**src/rtl/shr_pkg.sv**
```systemverilog
package shr_pkg;
  // Extra window bits added by the long-window mode
  localparam int unsigned LONG_EXTRA_BITS = 29;

  typedef enum logic {
    WIN_NORMAL = 1'b0,
    WIN_LONG   = 1'b1
  } win_mode_e;
endpackage

```
**src/rtl/shr_index_calc.sv**
```systemverilog
// Turns the signed shift count into the bit index to sample in R|-R.
module shr_index_calc #(
  parameter int DATA_W  = 64,
  parameter int CNT_W   = 13,
  parameter int EXTRA_W = 29,
  localparam int SEL_W  = $clog2(DATA_W)
) (
  input  logic signed [CNT_W-1:0] shift_cnt,
  input  shr_pkg::win_mode_e      mode,
  output logic                    idx_valid,
  output logic [SEL_W-1:0]        idx
);
  localparam int IW = CNT_W + 2;

  logic signed [IW-1:0] base;
  logic signed [IW-1:0] cnt_x;
  logic signed [IW-1:0] raw;

  always_comb begin
    base  = (mode == shr_pkg::WIN_LONG) ? IW'(EXTRA_W - 1) : -IW'(1);
    cnt_x = IW'(shift_cnt);
    raw   = base - cnt_x;
    idx_valid = !raw[IW-1];
    if (raw >= IW'(DATA_W)) idx = SEL_W'(DATA_W - 1);
    else                    idx = raw[SEL_W-1:0];
  end
endmodule

```
**src/rtl/shr_lost_detect.sv**
```systemverilog
// Tests whether bits idx..0 of r hold a 1 by sampling bit idx of (r | -r).
module shr_lost_detect #(
  parameter int DATA_W = 64,
  localparam int SEL_W = $clog2(DATA_W)
) (
  input  logic [DATA_W-1:0] r,
  input  logic              idx_valid,
  input  logic [SEL_W-1:0]  idx,
  output logic              lost
);
  logic [DATA_W-1:0] r_or_neg;

  always_comb begin
    r_or_neg = r | (~r + DATA_W'(1));
    lost     = idx_valid & r_or_neg[idx];
  end
endmodule

```
**src/rtl/shr_barrel.sv**
```systemverilog
// Logarithmic logical right shifter driven by a signed count.
module shr_barrel #(
  parameter int DATA_W = 64,
  parameter int CNT_W  = 13,
  localparam int SEL_W = $clog2(DATA_W)
) (
  input  logic [DATA_W-1:0]       r,
  input  logic signed [CNT_W-1:0] shift_cnt,
  output logic [DATA_W-1:0]       q
);
  logic signed [CNT_W:0] cnt_x;
  logic [CNT_W:0]        mag;
  logic                  over;
  logic [DATA_W-1:0]     stg [0:SEL_W];

  always_comb begin
    cnt_x = (CNT_W+1)'(shift_cnt);
    mag   = cnt_x[CNT_W] ? (CNT_W+1)'(-cnt_x) : '0;
    over  = |mag[CNT_W:SEL_W];
  end

  assign stg[0] = r;

  for (genvar k = 0; k < SEL_W; k++) begin : g_stage
    assign stg[k+1] = mag[k] ? (stg[k] >> (1 << k)) : stg[k];
  end

  assign q = over ? '0 : stg[SEL_W];
endmodule

```
**src/rtl/shr_sticky_stage.sv**
```systemverilog
module shr_sticky_stage #(
  parameter int DATA_W  = 64,
  parameter int CNT_W   = 13,
  parameter int EXTRA_W = shr_pkg::LONG_EXTRA_BITS,
  localparam int SEL_W  = $clog2(DATA_W)
) (
  input  logic                    clk,
  input  logic                    rst,
  input  logic                    clr,
  input  logic [DATA_W-1:0]       r_in,
  input  logic signed [CNT_W-1:0] shift_in,
  input  logic                    sticky_en,
  input  logic                    long_mode,
  output logic [DATA_W-1:0]       q_out,
  output logic                    sticky_out
);
  shr_pkg::win_mode_e mode;
  logic               idx_valid;
  logic [SEL_W-1:0]   idx;
  logic               lost;
  logic [DATA_W-1:0]  shifted;
  logic               flag_nxt;

  assign mode = long_mode ? shr_pkg::WIN_LONG : shr_pkg::WIN_NORMAL;

  shr_index_calc #(.DATA_W(DATA_W), .CNT_W(CNT_W), .EXTRA_W(EXTRA_W)) u_idx (
    .shift_cnt(shift_in), .mode(mode), .idx_valid(idx_valid), .idx(idx)
  );

  shr_lost_detect #(.DATA_W(DATA_W)) u_lost (
    .r(r_in), .idx_valid(idx_valid), .idx(idx), .lost(lost)
  );

  shr_barrel #(.DATA_W(DATA_W), .CNT_W(CNT_W)) u_shift (
    .r(r_in), .shift_cnt(shift_in), .q(shifted)
  );

  assign flag_nxt = (sticky_out & ~clr) | (sticky_en & lost);

  always_ff @(posedge clk) begin
    if (rst) begin
      q_out      <= '0;
      sticky_out <= 1'b0;
    end else begin
      q_out      <= shifted;
      sticky_out <= flag_nxt;
    end
  end
endmodule

```
**config.mk**
```make
export PLATFORM = sky130hd
export DESIGN_NAME = shr_sticky_stage
export DESIGN_NICKNAME = d
export VERILOG_FILES = /design/src/rtl/shr_pkg.sv /design/src/rtl/shr_index_calc.sv /design/src/rtl/shr_lost_detect.sv /design/src/rtl/shr_barrel.sv /design/src/rtl/shr_sticky_stage.sv
export SDC_FILE = /design/constraint.sdc
export NUM_CORES = 1
export LEC_CHECK = 0
export ABC_AREA = 1
export BUFFER_PORTS_ARGS = -buffer_cell sky130_fd_sc_hd__buf_2
export CAP_MARGIN = 5
export CORE_ASPECT_RATIO = 0.6
export CORE_MARGIN = 4
export CORE_UTILIZATION = 59
export CTS_CLUSTER_DIAMETER = 80
export DETAILED_ROUTE_END_ITERATION = 7
export PLACE_DENSITY = 0.8
export SLEW_MARGIN = 20
export SYNTH_ARGS = -nofsm -noshare
export SYNTH_HDL_FRONTEND = slang
export SYNTH_HIERARCHICAL = 1
export SYNTH_SLANG_ARGS = --single-unit
export TNS_END_PERCENT = 20
```
**constraint.sdc**
```tcl
create_clock -name clk -period 3.95 [get_ports clk]
set_clock_uncertainty 0.15 [all_clocks]
set_input_delay 0.1975 -clock clk [delete_from_list [all_inputs] [get_ports clk]]
set_output_delay 0.1975 -clock clk [all_outputs]
set_load 0.05 [all_outputs]
```
==> results.sh <==
export IMPL_arrival_ps=3450
export IMPL_post_cts_buffers=0
export IMPL_hold_buffers=0
export IMPL_violations="DRC"
export IMPL_place_hpwl_um=27700
export IMPL_rsz0062_at_grt="no"
export IMPL_p_per_area_nw_per_um2=303
export IMPL_worst_setup_path_type="input pin to flop"
export IMPL_vdd_drop_max_mv=0.247
export IMPL_worst_hold_slack_ps=13.2
export IMPL_drive_gt1_share_pct=11.3
export IMPL_yosysWarnings=6
export IMPL_syn_cell_area_um2=9130
export IMPL_clock_sinks=65
export IMPL_hp_class="input pin to flop"
export IMPL_dieArea_um2=17600
export IMPL_hold_depth=3
export IMPL_grt_pass1_vias=10900
export IMPL_vias=12600
export IMPL_fp_dieH_um=104
export IMPL_synth_seq_cells=65
export IMPL_syn_to_final_growth_pct=10.4
export IMPL_ant_nets=0
export IMPL_r2r_start="sticky_out$_SDFF_PP0_"
export IMPL_layout_setup_ws_ps=542
export IMPL_crit_path_max_fanout=16
export IMPL_fin_nets=2001
export IMPL_endpoint_kind="flop"
export IMPL_grt_antenna_before_repair=0
export IMPL_cap_viol_max_count=0
export IMPL_setup_tns_ps=0
export IMPL_postSynthCellCount=1827
export IMPL_core_um2=14800
export IMPL_io_buffers=146
export IMPL_ys_seq_area_share_pct=14.3
export IMPL_cts_resized=0
export IMPL_drt_total_wl_um=35100
export IMPL_ioPinCount=147
export IMPL_firstDrtPassIters=8
export IMPL_grt_overflow=0
export IMPL_min_delay_start="sticky_en"
export IMPL_rr_worst_depth=2
export IMPL_grt_pass1_wl_um=56100
export IMPL_syn_nets=1921
export IMPL_clock_fmax_ghz=0.293
export IMPL_cts_buffers=9
export IMPL_finalHoldViolCount=0
export IMPL_gp_congestion=1.09
export IMPL_leakagePower_nw=5.53
export IMPL_max_slew_margin_pct=46.4
export IMPL_viasPerCell=5.97
export IMPL_r2r_end="sticky_out$_SDFF_PP0_"
export IMPL_worst_pin_slew_ps=803
export IMPL_grt_use_total_pct=38.8
export IMPL_cp_required_ps=3990
export IMPL_std_cell_rows=34
export IMPL_cts_tree="built"
export IMPL_synth_cell_types=37
export IMPL_rrSetupSlack_ps=3020
export IMPL_start_util_pct=61.6
export IMPL_min_period_ps=3410
export IMPL_post_place_ws_ps=289
export IMPL_setup_violations=0
export IMPL_syn_area_per_cell_um2=5.00
export IMPL_die_x_um=169
export IMPL_path_clk_slew_ps=60
export IMPL_crit_path_start_kind="input pin"
export IMPL_min_period_over_period_pct=86.3
export IMPL_cts_max_level=3
export IMPL_antenna_cells=0
export IMPL_avgRoutedWirePerCell_um=16.6
export IMPL_finalMaxSlewViolations=0
export IMPL_first_iter_violations=2581
export IMPL_cts_root_buf="clkbuf_16"
export IMPL_worstHoldEndpoint="sticky_out$_SDFF_PP0_"
export IMPL_clk_latency_ps=330
export IMPL_status="complete, but fails checks"
export IMPL_clockBufferDepth=2
export IMPL_grt_max_degree=74
export IMPL_fillers=1472
export IMPL_route_detailed_drc=49
synth_stat cells:
cell type | number | area (µm²)
inv_1 | 210 | 788
and3_1 | 1 | 6.26
xnor2_1 | 3 | 26.3
o21ai_0 | 21 | 105
buf_1 | 16 | 60.1
a211oi_1 | 2 | 15.0
nor3_1 | 3 | 15.0
or2_2 | 1 | 6.26
nand2_1 | 533 | 2000
nand4_1 | 7 | 43.8
o21ai_4 | 1 | 16.3
clkbuf_1 | 15 | 56.3
nand3b_1 | 8 | 60.1
xor2_1 | 2 | 17.5
nor2_2 | 10 | 62.6
ha_1 | 11 | 138
o2bb2ai_1 | 1 | 8.76
buf_6 | 6 | 67.6
o21ai_1 | 4 | 20.0
a21o_1 | 1 | 7.51
nor2_4 | 4 | 45.0
xor2_2 | 1 | 16.3
nand2_2 | 10 | 62.6
fa_1 | 1 | 20.0
dfxtp_1 | 65 | 1300
a21oi_1 | 16 | 80.1
buf_4 | 4 | 30.0
o21bai_1 | 1 | 7.51
o211ai_1 | 8 | 60.1
or2_0 | 1 | 6.26
or2_1 | 1 | 6.26
nand3_1 | 525 | 2630
nor2_1 | 273 | 1020
inv_2 | 4 | 15.0
nand3_2 | 3 | 30.0
and2_1 | 2 | 12.5
buf_2 | 52 | 260
area by class of cell:
type | instances | area [µm²] | area share [%]
clock buffers | 12 | 267 | 2.64
clock inverters | 4 | 26.3 | 0.261
inverters | 214 | 803 | 7.97
multi-input cells | 1455 | 6570 | 65.2
flip-flops and latches | 65 | 1300 | 12.9
well taps | 198 | 248 | 2.46
repair buffers | 162 | 866 | 8.59
stage by stage:
stage / cell area, µm² / utilization, % / std cells / power [W]
2_1_floorplan: 9130 / - / 1827 / 0.00183
3_3_place_gp: 9780 / 66.1 / 2094 / 0.00220
3_5_place_dp: 9780 / 66.1 / 2094 / 0.00221
4_1_cts: 10100 / 68.0 / 2110 / 0.00298
5_1_grt: 10100 / 68.1 / 2110 / 0.00322
6_report: 10100 / 68.1 / 2110 / 0.00305
worst max-delay path by stage:
stage                   start                    end  slack [ps]  depth (start not counted)
floorplan           long_mode  sticky_out$_SDFF_PP0_         900                         27
global placement    long_mode  sticky_out$_SDFF_PP0_         400                         26
detailed placement  long_mode  sticky_out$_SDFF_PP0_         290                         28
CTS                 long_mode  sticky_out$_SDFF_PP0_         640                         28
global route        long_mode  sticky_out$_SDFF_PP0_         200                         28
finish              long_mode  sticky_out$_SDFF_PP0_         540                         26
flip-flops by register name (all words and copies together) (netlist names):
name / cells
q_out: 64
sticky_out: 1
cell families after synthesis:
| kind of cell | Yosys count | share of synthesized area (%) |
|---|---|---|
| compound gates | 55 | 3.51 |
| xor+xnor | 6 | 0.658 |
| fa+ha+maj | 12 | 1.73 |
| buf+inv | 307 | 14.0 |
| flops | 65 | 14.3 |
| simple gates | 1382 | 65.8 |
worst max-delay path: stages:
cell and delay [ps]:
buf_2 120, inv_1 250, ha_1 340, nand2_1 90, nand2_1 70, a21oi_1 230, nand3_2 140, nand2_1 70
nand2_1 40, nor2_1 100, nand3_1 90, nand2_2 110, nand2_1 120, inv_2 260, buf_4 220, o21ai_0 80
o21ai_0 150, o21ai_0 120, a21oi_1 140, nand2_1 80, nand2_1 140, nand2_1 70, nand2_1 60, nor2_1 40
nand2_1 60, a21oi_1 60
power breakdown:
part           internal [W]  leakage, nW  total (W)  switching [W]
clock              0.000475        0.145   0.000777       0.000302
sequential         0.000703        0.533   0.000716      0.0000132
combinational      0.000429         4.85    0.00156        0.00113
routing by layer:
metal  share of wire, %  wire [µm]  up-vias  track usage, %
li1                   -          -     6007               -
met1                 42      14900     5447            56.0
met2                 39      13600     1040            55.1
met3                 17       5950       98            15.4
met4                1.8        649        0            6.37
met5                  0          0        -               0
cells in the final DEF (no fill, tap or decap), drive strengths merged, types with 7 or more instances in the layout:
cell type / count
a21oi: 16
buf: 162
o21ai: 26
nor2: 287
dfxtp: 65
nand3b: 8
nand4: 7
clkbuf: 12
nand2: 543
nand3: 528
o211ai: 8
ha: 11
inv: 214
Power figures use the tool's default switching activity.
